## src/rtl/ivt_pkg.sv

```systemverilog
package ivt_pkg;
  localparam int DW = 8;
  localparam int CW = 2 * DW;
  localparam int MW = 3;

  typedef enum logic [1:0] {
    FMT_LATCH = 2'b00,
    FMT_HI    = 2'b01,
    FMT_LO    = 2'b10,
    FMT_BOTH  = 2'b11
  } fmt_e;
endpackage

```

## src/rtl/ivt_cw_decode.sv

```systemverilog
module ivt_cw_decode #(
  parameter int NCH = 3,
  parameter int DW  = 8
) (
  input  logic              clk,
  input  logic              rst_n,
  input  logic              wr_en,
  input  logic              rd_en,
  input  logic [1:0]        addr,
  input  logic [DW-1:0]     wdata,
  output logic [NCH-1:0]    prog,
  output logic [NCH-1:0]    lat_cnt,
  output logic [NCH-1:0]    lat_st,
  output logic [NCH-1:0]    wr_stb,
  output logic [NCH-1:0]    rd_stb
);
  logic       is_ctl;
  logic       is_rb;
  logic [1:0] sel;
  logic [1:0] fmt;

  assign is_ctl = wr_en && (addr == 2'd3);
  assign sel    = wdata[7:6];
  assign fmt    = wdata[5:4];
  assign is_rb  = (sel == 2'd3);

  for (genvar c = 0; c < NCH; c++) begin : g_ch
    logic hit;
    logic rb_hit;
    assign hit        = is_ctl && !is_rb && (sel == 2'(c));
    assign rb_hit     = is_ctl && is_rb && !wdata[0] && wdata[c+1];
    assign prog[c]    = hit && (fmt != 2'b00);
    assign lat_cnt[c] = (hit && (fmt == 2'b00)) || (rb_hit && !wdata[5]);
    assign lat_st[c]  = rb_hit && !wdata[4];
    assign wr_stb[c]  = wr_en && (addr == 2'(c));
    assign rd_stb[c]  = rd_en && !wr_en && (addr == 2'(c));
  end

  AST_RB_BIT0_IGNORED: assert property (@(posedge clk) disable iff (!rst_n)
    (is_ctl && is_rb && wdata[0]) |-> (lat_cnt == '0 && lat_st == '0 && prog == '0)) else $error("rb bit0");
endmodule

```

## src/rtl/ivt_chan_regs.sv

```systemverilog
module ivt_chan_regs
  import ivt_pkg::*;
#(
  parameter int DW = 8,
  parameter int MW = 3,
  localparam int CW = 2 * DW
) (
  input  logic          clk,
  input  logic          rst_n,
  input  logic          prog,
  input  fmt_e          prog_fmt,
  input  logic [MW-1:0] prog_mode,
  input  logic          prog_bcd,
  input  logic          lat_cnt,
  input  logic          lat_st,
  input  logic          wr_stb,
  input  logic [DW-1:0] wr_byte,
  input  logic          rd_stb,
  input  logic [CW-1:0] live,
  input  logic          out_lvl,
  input  logic          taken,
  output logic [DW-1:0] rd_byte,
  output logic          ld_stb,
  output logic [CW-1:0] ld_val,
  output logic [MW-1:0] mode,
  output logic          bcd
);
  fmt_e          fmt_q, fmt_d;
  logic [MW-1:0] mode_q, mode_d;
  logic          bcd_q, bcd_d, null_q, null_d;
  logic          wtog_q, wtog_d, rtog_q, rtog_d;
  logic [DW-1:0] wlo_q, wlo_d;
  logic          cl_q, cl_d, sl_q, sl_d;
  logic [CW-1:0] cv_q, cv_d;
  logic [DW-1:0] sv_q, sv_d, stat_now;
  logic          ld_q, ld_d;
  logic [CW-1:0] lv_q, lv_d;
  logic          commit;
  logic [CW-1:0] cval;
  logic [CW-1:0] src;
  logic          hi_sel;

  assign stat_now = {out_lvl, null_q, fmt_q, mode_q, bcd_q};
  assign src      = cl_q ? cv_q : live;
  assign hi_sel   = (fmt_q == FMT_HI) || ((fmt_q == FMT_BOTH) && rtog_q);
  assign rd_byte  = sl_q ? sv_q : (hi_sel ? src[CW-1:DW] : src[DW-1:0]);

  always_comb begin
    fmt_d  = fmt_q;  mode_d = mode_q; bcd_d = bcd_q; null_d = null_q;
    wtog_d = wtog_q; wlo_d  = wlo_q;  rtog_d = rtog_q;
    cl_d   = cl_q;   cv_d   = cv_q;   sl_d  = sl_q;  sv_d = sv_q;
    ld_d   = 1'b0;   lv_d   = lv_q;
    commit = 1'b0;   cval   = '0;
    if (wr_stb) begin
      case (fmt_q)
        FMT_HI: begin commit = 1'b1; cval = {wr_byte, {DW{1'b0}}}; end
        FMT_LO: begin commit = 1'b1; cval = {{DW{1'b0}}, wr_byte}; end
        FMT_BOTH: begin
          if (wtog_q) begin
            commit = 1'b1; cval = {wr_byte, wlo_q}; wtog_d = 1'b0;
          end else begin
            wlo_d = wr_byte; wtog_d = 1'b1;
          end
        end
        default: ;
      endcase
    end
    if (taken) null_d = 1'b0;
    if (commit) begin
      ld_d = 1'b1; lv_d = cval; null_d = 1'b1;
    end
    if (rd_stb) begin
      if (sl_q) begin
        sl_d = 1'b0;
      end else begin
        if (fmt_q == FMT_BOTH) rtog_d = !rtog_q;
        if (cl_q && ((fmt_q != FMT_BOTH) || rtog_q)) cl_d = 1'b0;
      end
    end
    if (lat_cnt && !cl_q) begin cl_d = 1'b1; cv_d = live; end
    if (lat_st && !sl_q) begin sl_d = 1'b1; sv_d = stat_now; end
    if (prog) begin
      fmt_d = prog_fmt; mode_d = prog_mode; bcd_d = prog_bcd;
      wtog_d = 1'b0; rtog_d = 1'b0; null_d = 1'b1;
    end
  end

  always_ff @(posedge clk or negedge rst_n) begin
    if (!rst_n) begin
      fmt_q <= FMT_BOTH; mode_q <= '0; bcd_q <= 1'b0; null_q <= 1'b1;
      wtog_q <= 1'b0; wlo_q <= '0; rtog_q <= 1'b0;
      cl_q <= 1'b0; cv_q <= '0; sl_q <= 1'b0; sv_q <= '0;
      ld_q <= 1'b0; lv_q <= '0;
    end else begin
      fmt_q <= fmt_d; mode_q <= mode_d; bcd_q <= bcd_d; null_q <= null_d;
      wtog_q <= wtog_d; wlo_q <= wlo_d; rtog_q <= rtog_d;
      cl_q <= cl_d; cv_q <= cv_d; sl_q <= sl_d; sv_q <= sv_d;
      ld_q <= ld_d; lv_q <= lv_d;
    end
  end

  assign ld_stb = ld_q;
  assign ld_val = lv_q;
  assign mode   = mode_q;
  assign bcd    = bcd_q;

  AST_LD_AFTER_WR: assert property (@(posedge clk) disable iff (!rst_n)
    ld_q |-> $past(wr_stb)) else $error("load without write");
  AST_NULL_ON_PROG: assert property (@(posedge clk) disable iff (!rst_n)
    prog |=> null_q) else $error("null not set");
  AST_TOG_CLR: assert property (@(posedge clk) disable iff (!rst_n)
    prog |=> (!wtog_q && !rtog_q)) else $error("toggle not cleared");
  AST_CNT_HOLD: assert property (@(posedge clk) disable iff (!rst_n)
    (cl_q && $past(cl_q)) |-> $stable(cv_q)) else $error("count snapshot moved");
  AST_ST_HOLD: assert property (@(posedge clk) disable iff (!rst_n)
    (sl_q && $past(sl_q)) |-> $stable(sv_q)) else $error("status snapshot moved");
endmodule

```

## src/rtl/ivt_host_port.sv

```systemverilog
module ivt_host_port
  import ivt_pkg::*;
#(
  parameter int NCH = 3,
  parameter int DW  = 8,
  parameter int MW  = 3,
  localparam int CW = 2 * DW
) (
  input  logic              clk,
  input  logic              rst_n,
  input  logic              wr_en,
  input  logic              rd_en,
  input  logic [1:0]        addr,
  input  logic [DW-1:0]     wdata,
  output logic [DW-1:0]     rdata,
  input  logic [NCH*CW-1:0] cnt_live,
  input  logic [NCH-1:0]    out_lvl,
  input  logic [NCH-1:0]    cnt_taken,
  output logic [NCH-1:0]    ld_stb,
  output logic [NCH*CW-1:0] ld_val,
  output logic [NCH*MW-1:0] ch_mode,
  output logic [NCH-1:0]    ch_bcd
);
  logic [1:0]     rst_sync;
  logic           rst_q_n;
  logic [NCH-1:0] prog, lat_cnt, lat_st, wr_stb, rd_stb;
  logic [DW-1:0]  rd_byte [NCH];

  always_ff @(posedge clk or negedge rst_n) begin
    if (!rst_n) rst_sync <= 2'b00;
    else        rst_sync <= {rst_sync[0], 1'b1};
  end
  assign rst_q_n = rst_sync[1];

  ivt_cw_decode #(.NCH(NCH), .DW(DW)) u_dec (
    .clk(clk), .rst_n(rst_q_n), .wr_en(wr_en), .rd_en(rd_en), .addr(addr),
    .wdata(wdata), .prog(prog), .lat_cnt(lat_cnt), .lat_st(lat_st),
    .wr_stb(wr_stb), .rd_stb(rd_stb)
  );

  for (genvar c = 0; c < NCH; c++) begin : g_ch
    ivt_chan_regs #(.DW(DW), .MW(MW)) u_ch (
      .clk(clk), .rst_n(rst_q_n), .prog(prog[c]), .prog_fmt(fmt_e'(wdata[5:4])),
      .prog_mode(wdata[MW:1]), .prog_bcd(wdata[0]), .lat_cnt(lat_cnt[c]),
      .lat_st(lat_st[c]), .wr_stb(wr_stb[c]), .wr_byte(wdata), .rd_stb(rd_stb[c]),
      .live(cnt_live[c*CW +: CW]), .out_lvl(out_lvl[c]), .taken(cnt_taken[c]),
      .rd_byte(rd_byte[c]), .ld_stb(ld_stb[c]), .ld_val(ld_val[c*CW +: CW]),
      .mode(ch_mode[c*MW +: MW]), .bcd(ch_bcd[c])
    );
  end

  always_comb begin
    rdata = '0;
    for (int i = 0; i < NCH; i++) begin
      if (addr == 2'(i)) rdata = rd_byte[i];
    end
  end

  AST_CTL_READ_ZERO: assert property (@(posedge clk) disable iff (!rst_q_n)
    (rd_en && addr == 2'd3) |-> (rdata == '0)) else $error("ctl read");
endmodule

```

## config.mk

```make
export PLATFORM = sky130hd
export DESIGN_NAME = ivt_host_port
export DESIGN_NICKNAME = d
export VERILOG_FILES = /design/src/rtl/ivt_pkg.sv /design/src/rtl/ivt_cw_decode.sv /design/src/rtl/ivt_chan_regs.sv /design/src/rtl/ivt_host_port.sv
export SDC_FILE = /design/constraint.sdc
export NUM_CORES = 1
export LEC_CHECK = 0
export ABC_CLOCK_PERIOD_IN_PS = 13400
export CORE_UTILIZATION = 35
export DETAILED_ROUTE_END_ITERATION = 6
export PLACE_DENSITY_LB_ADDON = 0.2
export SLEW_MARGIN = 40
export SYNTH_ARGS = -nofsm -noshare
export SYNTH_HDL_FRONTEND = slang
export SYNTH_SLANG_ARGS = --single-unit
```

## constraint.sdc

```tcl
create_clock -name clk -period 13.4 [get_ports clk]
set_input_delay 2.68 -clock clk [delete_from_list [all_inputs] [get_ports clk]]
set_output_delay 2.68 -clock clk [all_outputs]
set_load 0.01 [all_outputs]
```

After elaboration in Yosys (flattened, before gate mapping)
Cells that the tools add are included.

Register bits after elaboration: 182. Input port bits: 68. Logic and storage cells: 255.

Equal/unequal tests: 24. Mux-type cells: 84. Bitwise logic cells: 3. Reduce and logical (&&, ||, !) cells: 104.

Operators by type and width (number): 2-to-1 mux 16 bit (9); case mux 16 bit (3 select lines) (3); 2-to-1 mux 8 bit (9); 2-to-1 mux 1 bit (60); logical AND 1 bit (41); nonzero test 2 bit (19); AND reduction 3 bit (9); == test 2 bit, second input constant (10); logical NOT 1 bit (14); inequality test 2 bit, second input constant (6); == test 2 x 1 -> 1 bit, second input constant (5); logical OR 1 bit (9); nonzero test 3 bit (3); logical NOT 2 bit (3); inequality test 2 x 1 -> 1 bit, second input constant (3); case mux 1 bit (2 select lines) (3); AND reduction 2 bit (3); OR reduction 2 bit (3); NOT 1 bit (3).

Logic depth before layout (Yosys ltp)
Gate-level depths: netlist of run 1.

Word-level depth: 10. Mapped depth: 8. Mapped depth without buffers: 6.

Modules after synthesis
A second synthesis of run 1 with hierarchy kept.

Cells, all modules: 644. Area total of the unflattened synthesis: 8811.0 um^2.

Modules (own cells, without submodules): ivt_chan_regs (instances 3, cells each 196, area an instance 2782.7 um^2, seq. area each 1505.2 um^2); ivt_host_port (instances 1, cells each 23, area an instance 251.5 um^2, seq. area each 50.0 um^2); ivt_cw_decode (instances 1, cells each 33, area an instance 211.5 um^2, seq. area each 0.0 um^2).

Worst setup path after synthesis of run 1
OpenSTA, ideal clock, no wires.

Kind: in2out. Start: input port addr[1]. End: output port rdata[6]. Data arrival time: 3688 ps. Required time: 10720 ps. Slack: 7032 ps. Stages: 4. Buffers on the path: 1. Cell sequence: buf_4 nor3_2 a221oi_1 a22oi_1.

Cells in the longest elaborated chain, start to end: 4.

Ends and longest elaborated chain: start: declaration (line ivt_host_port.sv:13) `input logic [1:0] addr,`; logical NOT 2 bit (line ivt_host_port.sv:55) `if (addr == 2'(i)) rdata = rd_byte[i];`; 2-to-1 mux 8 bit (2 in a row) (line ivt_host_port.sv:55); 2-to-1 mux 8 bit * (line ivt_host_port.sv:55); end: declaration (line ivt_host_port.sv:15) `output logic [DW-1:0] rdata,`.

Mark *: on every way between the ends. The rest lies on a longest branch, timed or not.

Worst setup path in the final report of run 1
Start: input port addr[0]. End: output port rdata[3].

The elaborated chain is that of the path after synthesis.

==> reports/results.ini, run 1 <==
[global_route]
grt_use_total_pct = 18.30
antenna_found_initial = 0
grt_max_degree = 82
gr-total-overflow = 0
grt_pass1_wl_um = 34110
grt_pass1_vias = 5958

[finish]
final_common_cell = dfrtp_1
regArea_sq_um = 4569
finalInstanceArea_sq_um = 10790
fin_util_pct = 45.42
final_cell_mix = 172 x dfrtp_1, 136 x clkdlybuf4s50_1, 86 x mux2_2
drive_above_1_share_pct = 24.78
area_growth_pct = 25.94
fill_cells = 2141
layout.nets = 878
multiInputGateArea_sq_um = 3601
final_cell_count_no_fill = 1131

[synthesis]
synth_top_family_by_area = multiplexers
synthCells = 688
synthesis.nets = 768
synthAdderAreaFrac_pct = 1.753
avgSynthCellArea_sq_um = 12.45
synth-compound-area-share_pct = 9.084
synth_cell_types = 54
synth-edff-count = 0
yosysWarnings = 0
synth_area_leader_cell = dfrtp_1
yosys.area.top_type_share_pct = 50.53
synth.area.mux_share_pct = 22.23
synth-xor-area-share_pct = 0.4089
synthTopCellsByArea = dfrtp_1 51%, mux2_2 11%, mux4_2 6.3%
async_reset_ff_share_pct = 100.0
yosys.area_share.simple_pct = 7.974
syn_area_sq_um = 8567
synth-seq-cells = 182
synth_ff_type = dfrtp_1
yosysSeqAreaShare_pct = 53.29

[timing]
worst_clock_skew_ns = 0.008024
rsz0062_at_grt = false
setup_ws_ns = 5.405
max_freq_ghz = 0.1251
setup_tns_ns = 0
maxSlewHeadroom_pct = 43.14
worst_pin_slew_ns = 0.8503
hold_ws_ns = 0.2600
hold_violations = 0
timing.final.crit_period_ns = 7.995
finalCritPeriodShare_pct = 59.66
setup_viol = 0
slew_viol_final = 0

[route]
vias_per_cell = 5.128
vias = 5800
wirelength_um = 21460
first_iter_violations = 336
postRouteAntennaNets = 0
dr.pass1.iters = 5
drcViolationCount = 0
wl_per_cell_um = 18.97

[floorplan]
io_pins = 139
core-area_sq_um = 23750
row_count = 56
start_util_pct = 36.07
die_area_sq_um = 25110
die_w_um = 158.5
die_y_um = 158.5

[clock_tree]
cts-resized-gates = 0
cts_hold_buf = 0
path_clk_slew_ns = 0.07
cts.sinks = 182
insertion_delay_ns = 0.43
cts_htree_levels = 4
cts_tree = built
cts_buffer_depth = 2
cts_buffers = 17
cts_root_buffer = clkbuf_16
cts_setup_buffers = 0

[worst_setup_path]
path_class = in -> out
worst_r2r_path_depth = 2
critPathRequiredTime_ns = 10.72
start_kind = primary input
endpoint_kind = output port
path_max_fanout = 19
crit_arrival_ns = 5.31

[power_and_ir_drop]
p_leak_nw = 4.706
power_mw = 1.884
power.density_nw_per_um2 = 174.6
peakVddDrop_mv = 0.07997

[hold_path]
worstHoldPathType = reg -> async

[placed_design]
placed_cell_area_sq_um = 10170
io_buffers = 138
place_ws_ns = 5.475
dp_cells = 1098
place_congestion = 0.8409
hpwl_um = 15070

[job]
drv_cap = 0

[run_status]
status = finished, final reports clean

==> critical path, stage by stage <==
cell,delay [ns]
clkdlybuf4s50_1,0.90
nor3b_2,0.68
nand2_1,0.14
a22oi_1,0.31
clkdlybuf4s50_1,0.60
==> cell families (layout without fill, tap and decap cells) <==
kind of cell,count (synthesis),after routing
flops,182,182
mux,140,140
simple gates,131,131
compound gates,124,124
buf+inv,94,217
fa+ha+maj,12,12
xor+xnor,4,4
other cells,1,2
==> cells in the mapped netlist, types with 10 or more instances <==
cell type	number
dfrtp_1	173
mux2_2	86
nor2_1	43
a21oi_1	39
inv_1	37
a22oi_1	31
nand3_1	28
o21ai_0	27
clkbuf_1	24
mux4_2	24
nand2_1	20
mux2_4	18
buf_2	13
ha_1	12
buf_4	10
==> power by group <==
part,total [mW],leakage [nW],internal [mW],switching [mW]
clock network,0.525,0.291,0.298,0.227
registers,0.813,2.32,0.706,0.107
logic,0.546,2.10,0.310,0.236
total,1.88,4.71,1.31,0.569
==> final cells by class <==
cell class                 count  area share, %
clock buffer                  17          3.943
multi-input combinational    412          33.38
tap                          319          3.699
timing repair buffer         148          13.55
inverter                      37          1.287
clock inverter                15          1.774
antenna                        1        0.02319
sequential                   182          42.35
==> sequential cells by signal, indices dropped and copies added (netlist names) <==
register,flops
g_ch.u_ch.cv_q,48
g_ch.u_ch.ld_val,48
g_ch.u_ch.sv_q,24
g_ch.u_ch.wlo_q,24
g_ch.u_ch.mode,9
g_ch.u_ch.fmt_q,6
g_ch.u_ch.bcd,3
g_ch.u_ch.cl_q,3
g_ch.u_ch.ld_stb,3
g_ch.u_ch.null_q,3
g_ch.u_ch.rtog_q,3
g_ch.u_ch.sl_q,3
g_ch.u_ch.wtog_q,3
rst_sync,2
==> final timing paths <==
check                                  startpoint                     to  slack, ns
worst max-delay path                      addr[0]               rdata[3]       5.41
worst min-delay path                  rst_sync[1]   g_ch[0].u_ch.cv_q[0]       0.26
worst max register to register  g_ch[1].u_ch.cl_q  g_ch[1].u_ch.cv_q[13]      11.24
worst min register to register        rst_sync[1]   g_ch[0].u_ch.cv_q[0]       0.26
max in group asynchronous                   rst_n            rst_sync[1]      10.87
min in group clk                      rst_sync[0]            rst_sync[1]       0.35
==> routing by layer <==
metal	up-vias	routed length, um	share of wire (%)	global-route usage (%)
met5	-	0	0	0
met1	2952	9716	45	24.37
li1	2674	-	-	-
met4	0	238	1.1	5.632
met3	17	965	4.5	3.647
met2	157	10530	49	29.99
Note: power is estimated with default switching activity, not from simulation.
==> inputs of run 2 (changes only) <==
--- a/config.mk
+++ b/config.mk
@@ -5,7 +5,7 @@
 export SDC_FILE = /design/constraint.sdc
 export NUM_CORES = 1
 export LEC_CHECK = 0
-export ABC_CLOCK_PERIOD_IN_PS = 13400
+export ABC_CLOCK_PERIOD_IN_PS = 7470
 export CORE_UTILIZATION = 35
 export DETAILED_ROUTE_END_ITERATION = 6
 export PLACE_DENSITY_LB_ADDON = 0.2
==> constraint.sdc (replaced) <==
create_clock -name clk -period 7.47 [get_ports clk]
set_input_delay 1.494 -clock clk [delete_from_list [all_inputs] [get_ports clk]]
set_output_delay 1.494 -clock clk [all_outputs]
set_load 0.01 [all_outputs]
==> reports/results.ini, run 2 (synthesized netlist as in run 1, its figures left out) <==
[timing]
slew_viol_final = 0
setup_ws_ns = 1.875
rsz0062_at_grt = false
max_freq_ghz = 0.1787
setup_viol = 0
hold_ws_ns = 0.3149
worst_clock_skew_ns = 0.01037
timing.final.crit_period_ns = 5.595
hold_violations = 0
setup_tns_ns = 0
worst_pin_slew_ns = 0.8304
maxSlewHeadroom_pct = 44.47
finalCritPeriodShare_pct = 74.90

[clock_tree]
cts-resized-gates = 0
cts_setup_buffers = 0
cts_root_buffer = clkbuf_16
cts_htree_levels = 4
cts_buffer_depth = 2
cts_hold_buf = 0
cts_tree = built
path_clk_slew_ns = 0.07
cts.sinks = 182
cts_buffers = 17
insertion_delay_ns = 0.44

[worst_setup_path]
endpoint_kind = output port
start_kind = primary input
r2r_start = g_ch[2].u_ch.cl_q
critPathRequiredTime_ns = 5.98
crit_end = rdata[3]
crit_arrival_ns = 4.10
reg2reg_slack_ns = 5.31
crit_start = addr[0]
worstReg2RegEnd = g_ch[2].u_ch.cv_q[2]
path_class = in -> out
path_max_fanout = 19
worst_r2r_path_depth = 2

[finish]
finalInstanceArea_sq_um = 10780
layout.nets = 878
final_cell_mix = 172 x dfrtp_1, 136 x clkdlybuf4s50_1, 86 x mux2_2
antennaDiodeCount = 0
area_growth_pct = 25.82
final_common_cell = dfrtp_1
drive_above_1_share_pct = 24.78
fill_cells = 2162

[floorplan]
die_w_um = 158.5
die_area_sq_um = 25110
io_pins = 139
die_y_um = 158.5
row_count = 56
core-area_sq_um = 23750
start_util_pct = 36.07

[placed_design]
hpwl_um = 15170
placed_cell_area_sq_um = 10160
place_congestion = 0.8374
place_ws_ns = 1.929
io_buffers = 138

[route]
postRouteAntennaNets = 0
first_iter_violations = 256
vias_per_cell = 5.172
dr.pass1.iters = 5
drcViolationCount = 0
wl_per_cell_um = 19.07
wirelength_um = 21550
vias = 5844

[power_and_ir_drop]
power.density_nw_per_um2 = 312.9
p_leak_nw = 4.710
peakVddDrop_mv = 0.1490
power_mw = 3.373

[job]
drv_cap = 0

[global_route]
antenna_found_initial = 0
grt_pass1_vias = 5977
grt_max_degree = 82
grt_use_total_pct = 18.22
gr-total-overflow = 0
grt_pass1_wl_um = 34100

[hold_path]
worstHoldPathType = reg -> async

[run_status]
status = finished, final reports clean

run 2: cell types whose count changed in the layout (fill, tap and decap cells not counted):
cell and change:
diode_2 -1, bufinv_16 -1, inv_8 +3, clkinvlp_4 -2, clkinv_2 -1, clkinv_4 +1
run 2: layout make-up:
type,count,area (sq um),area share [%]
clock buffer,17,425.4,3.947
clock inverter,15,183.9,1.706
inverter,37,138.9,1.288
multi-input combinational,412,3601,33.41
sequential,182,4569,42.39
tap,319,399.1,3.703
timing repair buffer,148,1461,13.56
run 2: per-stage QoR:
stage / util [%] / std cells
after global placement: 42.63 / 1096
after CTS: 45.33 / 1130
after global routing: 45.38 / 1130
final: 45.38 / 1130
after floorplan: - / 688
after detailed placement: 42.77 / 1098
run 2: how the worst min path moves through the flow:
stage | startpoint | endpoint | depth (start not counted) | slack [ns]
6_report | rst_sync[1] | g_ch[0].u_ch.cv_q[11] | 0 | 0.31
5_1_grt | rst_sync[1] | g_ch[0].u_ch.cv_q[11] | 0 | 0.37
4_1_cts | rst_sync[1] | g_ch[0].u_ch.cv_q[8] | 0 | 0.34
3_5_place_dp | rst_sync[1] | g_ch[0].u_ch.cv_q[6] | 0 | 0.33
3_3_place_gp | rst_sync[1] | g_ch[0].u_ch.cv_q[3] | 0 | 0.32
2_1_floorplan | rst_sync[0] | rst_sync[1] | 0 | 0.33
run 2: worst max-delay path, stage by stage:
cell             delay, ns
clkdlybuf4s50_1       0.87
nor3b_2               0.65
nand2_1               0.14
a22oi_1               0.34
clkdlybuf4s50_1       0.60
run 2: routing by layer:
layer | routed length, um | global-route usage, %
met1 | 9847 | 24.47
met2 | 10250 | 29.11
met3 | 1094 | 4.273
met4 | 354 | 5.586
met5 | 0 | 0
run 2: power by group:
| group | internal, mW | leakage (nW) | switching, mW |
|---|---|---|---|
| clock | 0.510 | 0.295 | 0.426 |
| combinational | 0.556 | 2.10 | 0.421 |
| sequential | 1.27 | 2.32 | 0.194 |
| total | 2.33 | 4.71 | 1.04 |
==> inputs of run 3 (changes only) <==
--- a/config.mk
+++ b/config.mk
@@ -5,7 +5,7 @@
 export SDC_FILE = /design/constraint.sdc
 export NUM_CORES = 1
 export LEC_CHECK = 0
-export ABC_CLOCK_PERIOD_IN_PS = 7470
+export ABC_CLOCK_PERIOD_IN_PS = 5230
 export CORE_UTILIZATION = 35
 export DETAILED_ROUTE_END_ITERATION = 6
 export PLACE_DENSITY_LB_ADDON = 0.2
==> constraint.sdc (replaced) <==
create_clock -name clk -period 5.23 [get_ports clk]
set_input_delay 1.046 -clock clk [delete_from_list [all_inputs] [get_ports clk]]
set_output_delay 1.046 -clock clk [all_outputs]
set_load 0.01 [all_outputs]
==> reports/results.ini, run 3 (synthesized netlist as in run 1, its figures left out) <==
[worst_setup_path]
start_kind = primary input
critPathRequiredTime_ns = 4.18
crit_top_cell = clkdlybuf4s50_1
endpoint_kind = output port
r2r_start = g_ch[1].u_ch.cl_q
path_max_fanout = 17
crit_chain = clkdlybuf4s50_1 > buf_4 > and3b_1 > a221oi_1 > a22oi_1 > clkdlybuf4s50_1
worstReg2RegEnd = g_ch[1].u_ch.cv_q[9]
worst_r2r_path_depth = 2
crit_cells = 6
path_class = in -> out
crit_arrival_ns = 3.23
critPathTopFamily = buffers and inverters
cp_slowest_stage_delay_ns = 0.60
crit_buf_inv = 3
reg2reg_slack_ns = 3.08
crit_start = addr[0]
cpMaxStageDelayCell = clkdlybuf4s50_1
crit_end = rdata[7]

[floorplan]
die_y_um = 158.5
core-area_sq_um = 23750
die_w_um = 158.5
io_pins = 139
row_count = 56
die_area_sq_um = 25110
start_util_pct = 36.07

[timing]
timing.final.crit_period_ns = 4.278
maxSlewHeadroom_pct = 48.71
hold_ws_ns = 0.2772
worst_clock_skew_ns = 0.007647
setup_viol = 0
rsz0062_at_grt = false
finalCritPeriodShare_pct = 81.80
setup_tns_ns = 0
worst_pin_slew_ns = 0.7670
max_freq_ghz = 0.2337
setup_ws_ns = 0.9518
hold_violations = 0
slew_viol_final = 0

[route]
vias_per_cell = 5.099
wl_met3_um = 1360
wl_per_cell_um = 18.57
dr.pass1.iters = 5
vias = 5803
routedLengthMet1_um = 9372
highest_layer = met4
postRouteAntennaNets = 0
wirelength_um = 21130
met2_length_um = 10080
first_iter_violations = 305
drcViolationCount = 0

[finish]
finalInstanceArea_sq_um = 10850
final_common_cell = dfrtp_1
layout.nets = 886
drive_above_1_share_pct = 25.03
regArea_sq_um = 4569
final_cell_count_no_fill = 1138
area_growth_pct = 26.68
final_cell_mix = 172 x dfrtp_1, 138 x clkdlybuf4s50_1, 86 x mux2_2
multiInputGateArea_sq_um = 3593
antennaDiodeCount = 0
fill_cells = 2152
fin_util_pct = 45.69

[power_and_ir_drop]
seqPwrFrac_pct = 43.8
clockPowerShare_pct = 26.5
peakVddDrop_mv = 0.2161
power.density_nw_per_um2 = 437.4
switching_share_pct = 31.54
combinationalPowerShare_pct = 29.7
p_leak_nw = 4.755
switchingPower_mw = 1.497
intPower_mw = 3.249
power_mw = 4.747

[clock_tree]
cts_tree = built
cts.sinks = 182
path_clk_slew_ns = 0.07
cts_htree_levels = 4
cts_hold_buf = 0
cts-resized-gates = 0
cts_buffers = 17
cts_root_buffer = clkbuf_16
cts_buffer_depth = 2
cts_setup_buffers = 0
insertion_delay_ns = 0.44

[placed_design]
placed_cell_area_sq_um = 10270
dp_cells = 1106
place_ws_ns = 0.9317
hpwl_um = 14930
place_congestion = 0.7950
io_buffers = 138

[global_route]
antenna_found_initial = 0
gr-total-overflow = 0
grt_pass1_vias = 5943
grt_use_total_pct = 17.88
grt_max_degree = 73
grt_pass1_wl_um = 33490

[job]
drv_cap = 0

[run_status]
status = finished, final reports clean

[hold_path]
worstHoldPathType = reg -> async

## run 3: changes by cell type in the layout (fill, tap and decap cells not counted), sizes merged
cell           previous run  this run
buf                      12        18
bufinv                    2         0
clkdlybuf4s50           136       138
clkinv                    2         5
clkinvlp                  2         0
inv                      46        47
## run 3: per-layer routing
metal / vias to the layer above / global-route usage [%]
met3: 23 / 4.627
met2: 192 / 28.47
met4: 0 / 5.449
li1: 2692 / -
met1: 2896 / 23.82
met5: - / 0
## run 3: how the worst min path moves through the flow
stage,to,from,depth (start not counted)
floorplan,rst_sync[1],rst_sync[0],0
finish,g_ch[0].u_ch.ld_stb,rst_sync[1],1
global placement,rst_sync[1],rst_sync[0],0
CTS,g_ch[0].u_ch.ld_stb,rst_sync[1],1
detailed placement,g_ch[0].u_ch.ld_stb,rst_sync[1],1
global route,g_ch[0].u_ch.ld_stb,rst_sync[1],1
## run 3: power groups by stage
| stage | Clock [mW] | Sequential, mW | Combinational (mW) |
|---|---|---|---|
| after global placement | 0 | 2.08 | 1.38 |
| final | 1.26 | 2.08 | 1.41 |
| after global routing | 1.36 | 2.13 | 1.54 |
| after floorplan | 0 | 2.13 | 0.677 |
| after CTS | 1.29 | 2.08 | 1.43 |
| after detailed placement | 0 | 2.11 | 1.42 |
## run 3: cell type report
cell class | count | area share [%]
multi-input cells | 412 | 33.11
clock buffers | 17 | 3.920
clock inverters | 15 | 1.418
flip-flops and latches | 182 | 42.10
well taps | 319 | 3.678
repair buffers | 156 | 14.49
inverters | 37 | 1.280
